--- config.mk ---
export PLATFORM = sky130hd
export DESIGN_NAME = bfly_switch2x2
export DESIGN_NICKNAME = d
export VERILOG_FILES = /design/src/rtl/bfly_pkg.sv /design/src/rtl/bfly_out_ctrl.sv /design/src/rtl/bfly_beat_reg.sv /design/src/rtl/bfly_switch2x2.sv
export SDC_FILE = /design/constraint.sdc
export NUM_CORES = 1
export LEC_CHECK = 0
export ABC_AREA = 1
export BUFFER_PORTS_ARGS = -buffer_cell sky130_fd_sc_hd__buf_2
export CAP_MARGIN = 20
export CORE_AREA = 2 2 74 76
export CTS_CLUSTER_SIZE = 28
export DETAILED_ROUTE_END_ITERATION = 8
export DIE_AREA = 0 0 76 78
export HOLD_SLACK_MARGIN = 0.08
export PLACE_DENSITY_LB_ADDON = 0.05
export SYNTH_ARGS = -nofsm -noshare
export SYNTH_HDL_FRONTEND = slang
export SYNTH_SLANG_ARGS = --single-unit
--- constraint.sdc ---
create_clock -name clk -period 2.75 [get_ports clk]
set_clock_uncertainty 0.2 [all_clocks]
set_input_delay 0.275 -clock clk [delete_from_list [all_inputs] [get_ports clk]]
set_output_delay 0.275 -clock clk [all_outputs]
set_load 0.03 [all_outputs]
--- src/rtl/bfly_pkg.sv ---
package bfly_pkg;
    // Lock state of one output link
    typedef enum logic {
        ST_IDLE = 1'b0,
        ST_HOLD = 1'b1
    } lock_state_e;
endpackage

--- src/rtl/bfly_out_ctrl.sv ---
module bfly_out_ctrl
    import bfly_pkg::*;
(
    input  logic       clk,
    input  logic       rst_n,
    input  logic [1:0] req_head,   // valid header beats aimed at this output
    input  logic [1:0] in_valid,
    input  logic [1:0] in_last,
    input  logic       space,      // output register can take a beat
    output logic [1:0] grant,
    output logic       sel
);
    lock_state_e state_q, state_d;
    logic        owner_q, owner_d;
    logic        prio_q, prio_d;
    logic        winner;

    always_comb begin
        grant   = 2'b00;
        winner  = owner_q;
        state_d = state_q;
        owner_d = owner_q;
        prio_d  = prio_q;
        unique case (state_q)
            ST_IDLE: begin
                winner = (req_head == 2'b11) ? prio_q : req_head[1];
                if (req_head != 2'b00 && space) begin
                    grant[winner] = 1'b1;
                    prio_d        = ~winner;
                    owner_d       = winner;
                    if (!in_last[winner]) state_d = ST_HOLD;
                end
            end
            ST_HOLD: begin
                if (in_valid[owner_q] && space) begin
                    grant[owner_q] = 1'b1;
                    if (in_last[owner_q]) state_d = ST_IDLE;
                end
            end
            default: state_d = ST_IDLE;
        endcase
    end

    assign sel = winner;

    always_ff @(posedge clk) begin
        if (!rst_n) begin
            state_q <= ST_IDLE;
            owner_q <= 1'b0;
            prio_q  <= 1'b0;
        end else begin
            state_q <= state_d;
            owner_q <= owner_d;
            prio_q  <= prio_d;
        end
    end

    // a held output never serves the non-owner
    a_r4_hold_owner_only: assert property (@(posedge clk) disable iff (!rst_n)
        (state_q == ST_HOLD) |-> !grant[~owner_q]);

    // the lock persists until the owner's last beat is granted
    a_r4_lock_persists: assert property (@(posedge clk) disable iff (!rst_n)
        (state_q == ST_HOLD && !(grant[owner_q] && in_last[owner_q]))
        |=> (state_q == ST_HOLD && $stable(owner_q)));

    // a conflict on a free output goes to the priority input
    a_r5_conflict_winner: assert property (@(posedge clk) disable iff (!rst_n)
        (state_q == ST_IDLE && req_head == 2'b11 && space) |-> grant[prio_q]);

    // at most one input is served per cycle
    a_r6_grant_onehot: assert property (@(posedge clk) disable iff (!rst_n)
        $onehot0(grant));
endmodule

--- src/rtl/bfly_beat_reg.sv ---
module bfly_beat_reg #(
    parameter int DATA_W = 16
) (
    input  logic              clk,
    input  logic              rst_n,
    input  logic              load,
    input  logic [DATA_W-1:0] d_data,
    input  logic              d_head,
    input  logic              d_last,
    input  logic              out_ready,
    output logic              space,
    output logic              out_valid,
    output logic [DATA_W-1:0] out_data,
    output logic              out_head,
    output logic              out_last
);
    assign space = !out_valid || out_ready;

    always_ff @(posedge clk) begin
        if (!rst_n) begin
            out_valid <= 1'b0;
            out_data  <= '0;
            out_head  <= 1'b0;
            out_last  <= 1'b0;
        end else if (load) begin
            out_valid <= 1'b1;
            out_data  <= d_data;
            out_head  <= d_head;
            out_last  <= d_last;
        end else if (out_ready) begin
            out_valid <= 1'b0;
        end
    end

    // a stalled beat stays put
    a_r8_stall_hold: assert property (@(posedge clk) disable iff (!rst_n)
        (out_valid && !out_ready) |=>
        (out_valid && $stable(out_data) && $stable(out_head) && $stable(out_last)));

    // a beat is never written over an unaccepted one
    a_r6_no_overwrite: assert property (@(posedge clk) disable iff (!rst_n)
        load |-> space);
endmodule

--- src/rtl/bfly_switch2x2.sv ---
module bfly_switch2x2 #(
    parameter int DATA_W = 16,
    parameter int DEST_W = 3
) (
    input  logic                   clk,
    input  logic                   rst_n,
    input  logic [1:0]             in_valid,
    output logic [1:0]             in_ready,
    input  logic [1:0]             in_head,
    input  logic [1:0]             in_last,
    input  logic [1:0][DATA_W-1:0] in_data,
    output logic [1:0]             out_valid,
    input  logic [1:0]             out_ready,
    output logic [1:0]             out_head,
    output logic [1:0]             out_last,
    output logic [1:0][DATA_W-1:0] out_data
);
    localparam int RBIT = DEST_W - 1;

    logic [1:0][DATA_W-1:0] fwd_data;
    logic [1:0]             route;
    logic [1:0][1:0]        grant;
    logic [1:0]             sel;
    logic [1:0]             space;

    for (genvar i = 0; i < 2; i++) begin : g_in
        assign route[i] = in_data[i][RBIT];
        always_comb begin
            fwd_data[i] = in_data[i];
            if (in_head[i]) fwd_data[i][RBIT] = 1'b0;
        end
        assign in_ready[i] = grant[0][i] | grant[1][i];

        // a beat is routed to one output only
        a_r6_single_route: assert property (@(posedge clk) disable iff (!rst_n)
            !(grant[0][i] && grant[1][i]));
    end

    for (genvar o = 0; o < 2; o++) begin : g_out
        logic [1:0] req_head;
        for (genvar i = 0; i < 2; i++) begin : g_req
            assign req_head[i] = in_valid[i] && in_head[i] && (route[i] == 1'(o));

            // an accepted header appears on its output, top bit cleared
            a_r1_steer: assert property (@(posedge clk) disable iff (!rst_n)
                (in_valid[i] && in_ready[i] && in_head[i] && route[i] == 1'(o))
                |=> (out_valid[o] && out_head[o] && !out_data[o][RBIT]));
        end

        bfly_out_ctrl u_ctrl (
            .clk      (clk),
            .rst_n    (rst_n),
            .req_head (req_head),
            .in_valid (in_valid),
            .in_last  (in_last),
            .space    (space[o]),
            .grant    (grant[o]),
            .sel      (sel[o])
        );

        bfly_beat_reg #(.DATA_W(DATA_W)) u_reg (
            .clk       (clk),
            .rst_n     (rst_n),
            .load      (|grant[o]),
            .d_data    (fwd_data[sel[o]]),
            .d_head    (in_head[sel[o]]),
            .d_last    (in_last[sel[o]]),
            .out_ready (out_ready[o]),
            .space     (space[o]),
            .out_valid (out_valid[o]),
            .out_data  (out_data[o]),
            .out_head  (out_head[o]),
            .out_last  (out_last[o])
        );
    end
endmodule

Word level (Yosys, flattened, before mapping) --
Index checks and enable logic that the tools add are counted.
Word-level totals: register bits 44, input bits 42, output and inout port bits 40
Cells by class: order comparisons 10, equal/unequal tests 2, muxes and demuxes 58, bitwise operators 8, reductions and logical operators 26
Operators with widths (count):
- 2-to-1 mux 16 bit | 4
- 2-to-1 mux 1 bit | 42
- logical AND 1 bit | 14
- less-than comparator 1 x 2 -> 1 bit, second input constant | 6
- 2-to-1 mux 2 bit | 4
- case mux 2 bit (2 select lines) | 2
- nonzero test 2 bit | 4
- inverter 1 bit | 6
- demux 1 bit (select 1 bit) | 4
- == test 2 bit, second input constant | 2
- >= comparator 1 bit, second input constant | 4
- case mux 1 bit (2 select lines) | 2
- AND reduction 2 bit | 2
- OR reduction 2 bit | 2
- logical NOT 1 bit | 2
- logical OR 1 bit | 2
- OR 1 bit | 2

Logic depth before layout (Yosys ltp) --
depth in word-level cells 12, mapped depth 11, gate-level depth less buffers 10

Cells and area by module --
Synthesis repeated with hierarchy kept, for this count alone.
Unflattened totals: cell total of the unflattened synthesis 356, area total of the unflattened synthesis 2541.2 um^2
Modules (own cells, without submodules):
- bfly_beat_reg | times used 2, cells each 82, area each 713.2 um^2, sequential area each 380.4 um^2
- bfly_switch2x2 | times used 1, cells each 118, area each 646.9 um^2, sequential area each 0.0 um^2
- bfly_out_ctrl | times used 2, cells each 37, area each 234.0 um^2, sequential area each 60.1 um^2

Worst setup path after synthesis --
Ideal clock, no wire load.
path type reg-to-output, from register g_out[0].u_ctrl.owner_q, to output port in_ready[0], data arrival time 1323 ps, required time 2275 ps, setup slack 952 ps, cell stages (with the launch flop) 10, buffers on the path 2, cells stage by stage dfxtp_1 buf_2 nand2_1 nand2_1 nor2_1 nand2_1 inv_1 nor2_2 buf_6 nand2_1
Between the ends: longest elaborated chain between the ends 7
RTL lines:
- start: declaration | RTL line bfly_out_ctrl.sv:14 | logic owner_q, owner_d;
- start signal: assignment | RTL line bfly_out_ctrl.sv:53 | owner_q <= owner_d;
- less-than comparator 1 x 2 -> 1 bit (implied by the code) / >= comparator 1 bit (equally long branches) | RTL line bfly_out_ctrl.sv:36 | grant[owner_q] = 1'b1;
- logical AND 1 bit (implied by the code) | RTL line bfly_out_ctrl.sv:36
- 2-to-1 mux 1 bit (implied by the code) | RTL line bfly_out_ctrl.sv:36
- demux 1 bit (select 1 bit)
- 2-to-1 mux 2 bit (*) | RTL line bfly_out_ctrl.sv:35 | if (in_valid[owner_q] && space) begin
- case mux 2 bit (2 select lines) (*) | RTL line bfly_out_ctrl.sv:24 | unique case (state_q)
- OR 1 bit (*) | RTL line bfly_switch2x2.sv:32 | assign in_ready[i] = grant[0][i] | grant[1][i];
- end: declaration | RTL line bfly_switch2x2.sv:8 | output logic [1:0] in_ready,
Every way passes the cells marked *; elsewhere a longest branch is shown, timed or not. The select of a mux whose other input is x is not followed.

Final worst setup path --
Same ends and word-level chain as after synthesis.

==> flow_metrics.py <==
metrics = {
    "grt": {
        "global_route.overflow_total": 0,
        "via_count_of_the_first_global_routing_pass": 2722,
        "maximum_number_of_pins_on_one_net_before_global_route_repair": 32,
        "grt_usage": 0.258,
        "grt_antenna_before_repair": 0,
        "global_route_wire_length_before_repair_um": 12500,
    },
    "clocking": {
        "clk_root_buffer_cell": "sky130_fd_sc_hd__clkbuf_8",
        "clk_pin_slew_worst_paths_ps": 80,
        "post_cts.repair.setup_buffers": 0,
        "clock_sink_count": 44,
        "cts_bufs_inserted": 5,
        "hold_buffers": 0,
        "clkLatencyLatePin_ps": 300,
        "cts_tree": "done",
        "clockBufferDepth": 2,
        "htreeDepth": 2,
        "ctsResizeCount": 0,
    },
    "yosys": {
        "synth.top_cells.by_count": "sky130_fd_sc_hd__nand2_1, sky130_fd_sc_hd__nor2_1, sky130_fd_sc_hd__nand3_1",
        "ys_seq_elements": 44,
        "synth_top_family_by_area": "simple AND/OR/NAND/NOR gates",
        "post-synth-top-count-cell": "sky130_fd_sc_hd__nand2_1",
        "post_synth_instance_area_um2": 2770,
        "number_of_synthesized_flops_with_an_enable_pin": 0,
        "post_synth_xor_area_fraction": 0,
        "yosys.area_share.simple": 0.537,
        "dominantRegCellSynth": "sky130_fd_sc_hd__dfxtp_1",
        "synth_area_leaders": "sky130_fd_sc_hd__dfxtp_1, sky130_fd_sc_hd__nand2_1, sky130_fd_sc_hd__nand3_1, sky130_fd_sc_hd__nor2_1, sky130_fd_sc_hd__inv_1",
        "synth_compound_area_frac": 0.0244,
        "adder_cell_area_share_of_the_yosys_netlist": 0,
        "synth.yosys.warnings": 0,
        "net_count_synth": 485,
        "synth-async-reset-ratio": 0,
        "synth.yosys.seq_area_share": 0.318,
        "synth_cell_types": 30,
        "mean_area_per_synthesized_cell_um2": 6.25,
        "synth.top_cell.area_share": 0.318,
        "netlist_instances": 443,
        "library_cell_occupying_the_most_area_in_the_post_synthesis_netlist": "sky130_fd_sc_hd__dfxtp_1",
        "synthMuxAreaShare": 0,
    },
    "routing": {
        "route.vias.total": 2894,
        "met1Wirelength_um": 3430,
        "drt-initial-drc-count": 221,
        "wl_per_cell_um": 12.9,
        "ant_nets": 0,
        "top_layer": "met4",
        "met3_length_um": 446,
        "avgViaCountPerCell": 4.99,
        "drc": 0,
        "wirelength_um": 7500,
        "wl_met2_um": 3570,
        "drt_pre_antenna_iters": 5,
    },
    "placement": {
        "place_congestion": 0.925,
        "hpwl_after_dpl_um": 5330,
        "numPortBuffers": 81,
        "dp_slack_ps": 555,
        "placed_cells_incl_taps": 572,
    },
    "power_and_ir_drop": {
        "swShare": 0.374,
        "power_report.internal_total_mw": 1.24,
        "pwr_density_nw_per_um2": 614,
        "peakVddDrop_mv": 0.302,
        "clock_power_share": 0.264,
        "power.share.combinational": 0.347,
        "power_leakage_nw": 1.86,
        "power.sequential.fraction": 0.389,
        "power_switching_uw": 740,
    },
    "floorplan": {
        "design.die.area_um2": 5930,
        "start_util": 0.549,
        "core.rowCount": 26,
        "ios": 82,
        "core_area_um2": 5040,
        "die-width_um": 76,
        "die_y_um": 78,
    },
    "status": {
        "status": "finished clean",
    },
    "worst_setup_path": {
        "highest_net_fanout_along_the_worst_path": 19,
        "worst_setup_path_end_kind": "output pin",
        "critPathCapture": "in_ready[0]",
        "critical_path.startpoint_type": "flip-flop",
        "reg2reg_depth": 9,
        "critical_path.reg2reg.endpoint": "g_out[0].u_reg.out_data[15]",
        "worst_setup_path_startpoint": "g_out[0].u_ctrl.owner_q",
        "worst_ep_arrival_time_ps": 2010,
        "critical_path_class": "reg2out",
        "r2r_slack_ps": 730,
        "reg2reg_from": "g_out[0].u_ctrl.owner_q",
        "worst_ep_required_time_ps": 2280,
    },
    "sta": {
        "setup_ws_ps": 263,
        "setup_repair_after_global_routing_missed_its_margin": "no",
        "fin_crit_ps": 2490,
        "finalMaxSlewViolations": 0,
        "final_count_of_negative_setup_slack_endpoints": 0,
        "finalHoldViolations": 0,
        "relSlewSlack": 0.428,
        "post-route-period-util": 0.904,
        "final.setup.tns_ps": 0,
        "maxClockFrequency_ghz": 0.402,
        "worst-slew-pin-transition_ps": 857,
        "final.hold.worst_slack_ps": 99.9,
    },
    "layout": {
        "layout-drive-gt1-share": 0.229,
        "area_delta_synth_final_pct": 16.5,
        "fillCellCount": 515,
        "antenna_cells": 0,
        "fin_util": 0.640,
        "layout.nets": 551,
        "multiInputGateArea_um2": 1550,
        "area.sequential_um2": 881,
        "finalNonFillerCells": 580,
    },
    "min_path": {
        "whs_path_depth": 5,
        "hold_class": "in2reg",
    },
    "run": {
        "drv_cap": 0,
    },
}
## layout make-up
cell class                 instances  area share
clock buffer                       6      0.0256
clock inverter                     2      0.0120
sequential                        44       0.273
inverter                          41      0.0477
multi-input combinational        333       0.482
tap                               70      0.0272
timing repair buffer              84       0.133
## registers in the layout, summed over array words and instances, names as in the netlist
name and flops:
g_out.u_ctrl.state_q 2, g_out.u_reg.out_head 2, g_out.u_reg.out_data 32, g_out.u_ctrl.owner_q 2
g_out.u_reg.out_last 2, g_out.u_reg.out_valid 2, g_out.u_ctrl.prio_q 2
## per-stage QoR
stage	power, mW	instance area (µm²)
detailed placement	1.47	3100
CTS	2.00	3230
global route	2.10	3230
global placement	1.46	3100
finish	1.98	3230
floorplan	1.31	2770
## how the worst min path moves through the flow
stage / start / end / slack, ps
after floorplan: g_out[1].u_ctrl.prio_q / g_out[1].u_ctrl.prio_q / 260
after global placement: g_out[1].u_ctrl.prio_q / g_out[1].u_ctrl.prio_q / 290
after detailed placement: g_out[1].u_ctrl.prio_q / g_out[1].u_ctrl.prio_q / 280
after CTS: in_data[17] / g_out[1].u_reg.out_data[1] / 100
after global routing: in_data[20] / g_out[0].u_reg.out_data[4] / 120
final: in_data[30] / g_out[0].u_reg.out_data[14] / 100
## metal layers
metal  GRT usage  vias to the layer above
met4      0.0582                        0
met5           0                        -
li1            -                     1510
met3      0.0442                        6
met1       0.339                     1282
met2       0.445                       96
## kinds of logic after synthesis
family,Yosys count
AOI/OAI and AO/OA,11
DFF,44
and+or+nand+nor,322
buffers and inverters,66
## cell usage in the layout, fill, tap and decap left out, types with 2 or more instances in the layout
cell                       count
sky130_fd_sc_hd__nand2_4       2
sky130_fd_sc_hd__clkbuf_8      6
sky130_fd_sc_hd__buf_2        81
sky130_fd_sc_hd__nor2_1       81
sky130_fd_sc_hd__buf_4         3
sky130_fd_sc_hd__inv_2         3
sky130_fd_sc_hd__a21oi_1       6
sky130_fd_sc_hd__nand2_2       6
sky130_fd_sc_hd__clkinv_1      2
sky130_fd_sc_hd__nand3b_1     18
sky130_fd_sc_hd__dfxtp_1      44
sky130_fd_sc_hd__nand3_1      61
sky130_fd_sc_hd__nand2_1     140
sky130_fd_sc_hd__inv_1        36
sky130_fd_sc_hd__nor2_2        4
sky130_fd_sc_hd__nand3_4       2
sky130_fd_sc_hd__nor2_4        2
## critical path: stages, from the launching register on
cell	delay (ps)
sky130_fd_sc_hd__dfxtp_1	480
sky130_fd_sc_hd__nand2_1	80
sky130_fd_sc_hd__nand2_1	70
sky130_fd_sc_hd__nor2_1	50
sky130_fd_sc_hd__nand2_1	90
sky130_fd_sc_hd__inv_1	50
sky130_fd_sc_hd__nor2_2	600
sky130_fd_sc_hd__nand2_1	90
sky130_fd_sc_hd__buf_2	200
## power groups by stage
stage	Sequential, mW	Combinational, mW	Clock [mW]
3_3_place_gp	0.782	0.679	0
2_1_floorplan	0.904	0.403	0
6_report	0.770	0.686	0.523
5_1_grt	0.780	0.758	0.567
3_5_place_dp	0.783	0.685	0
4_1_cts	0.769	0.688	0.540
(Power assumes the default switching activity.)
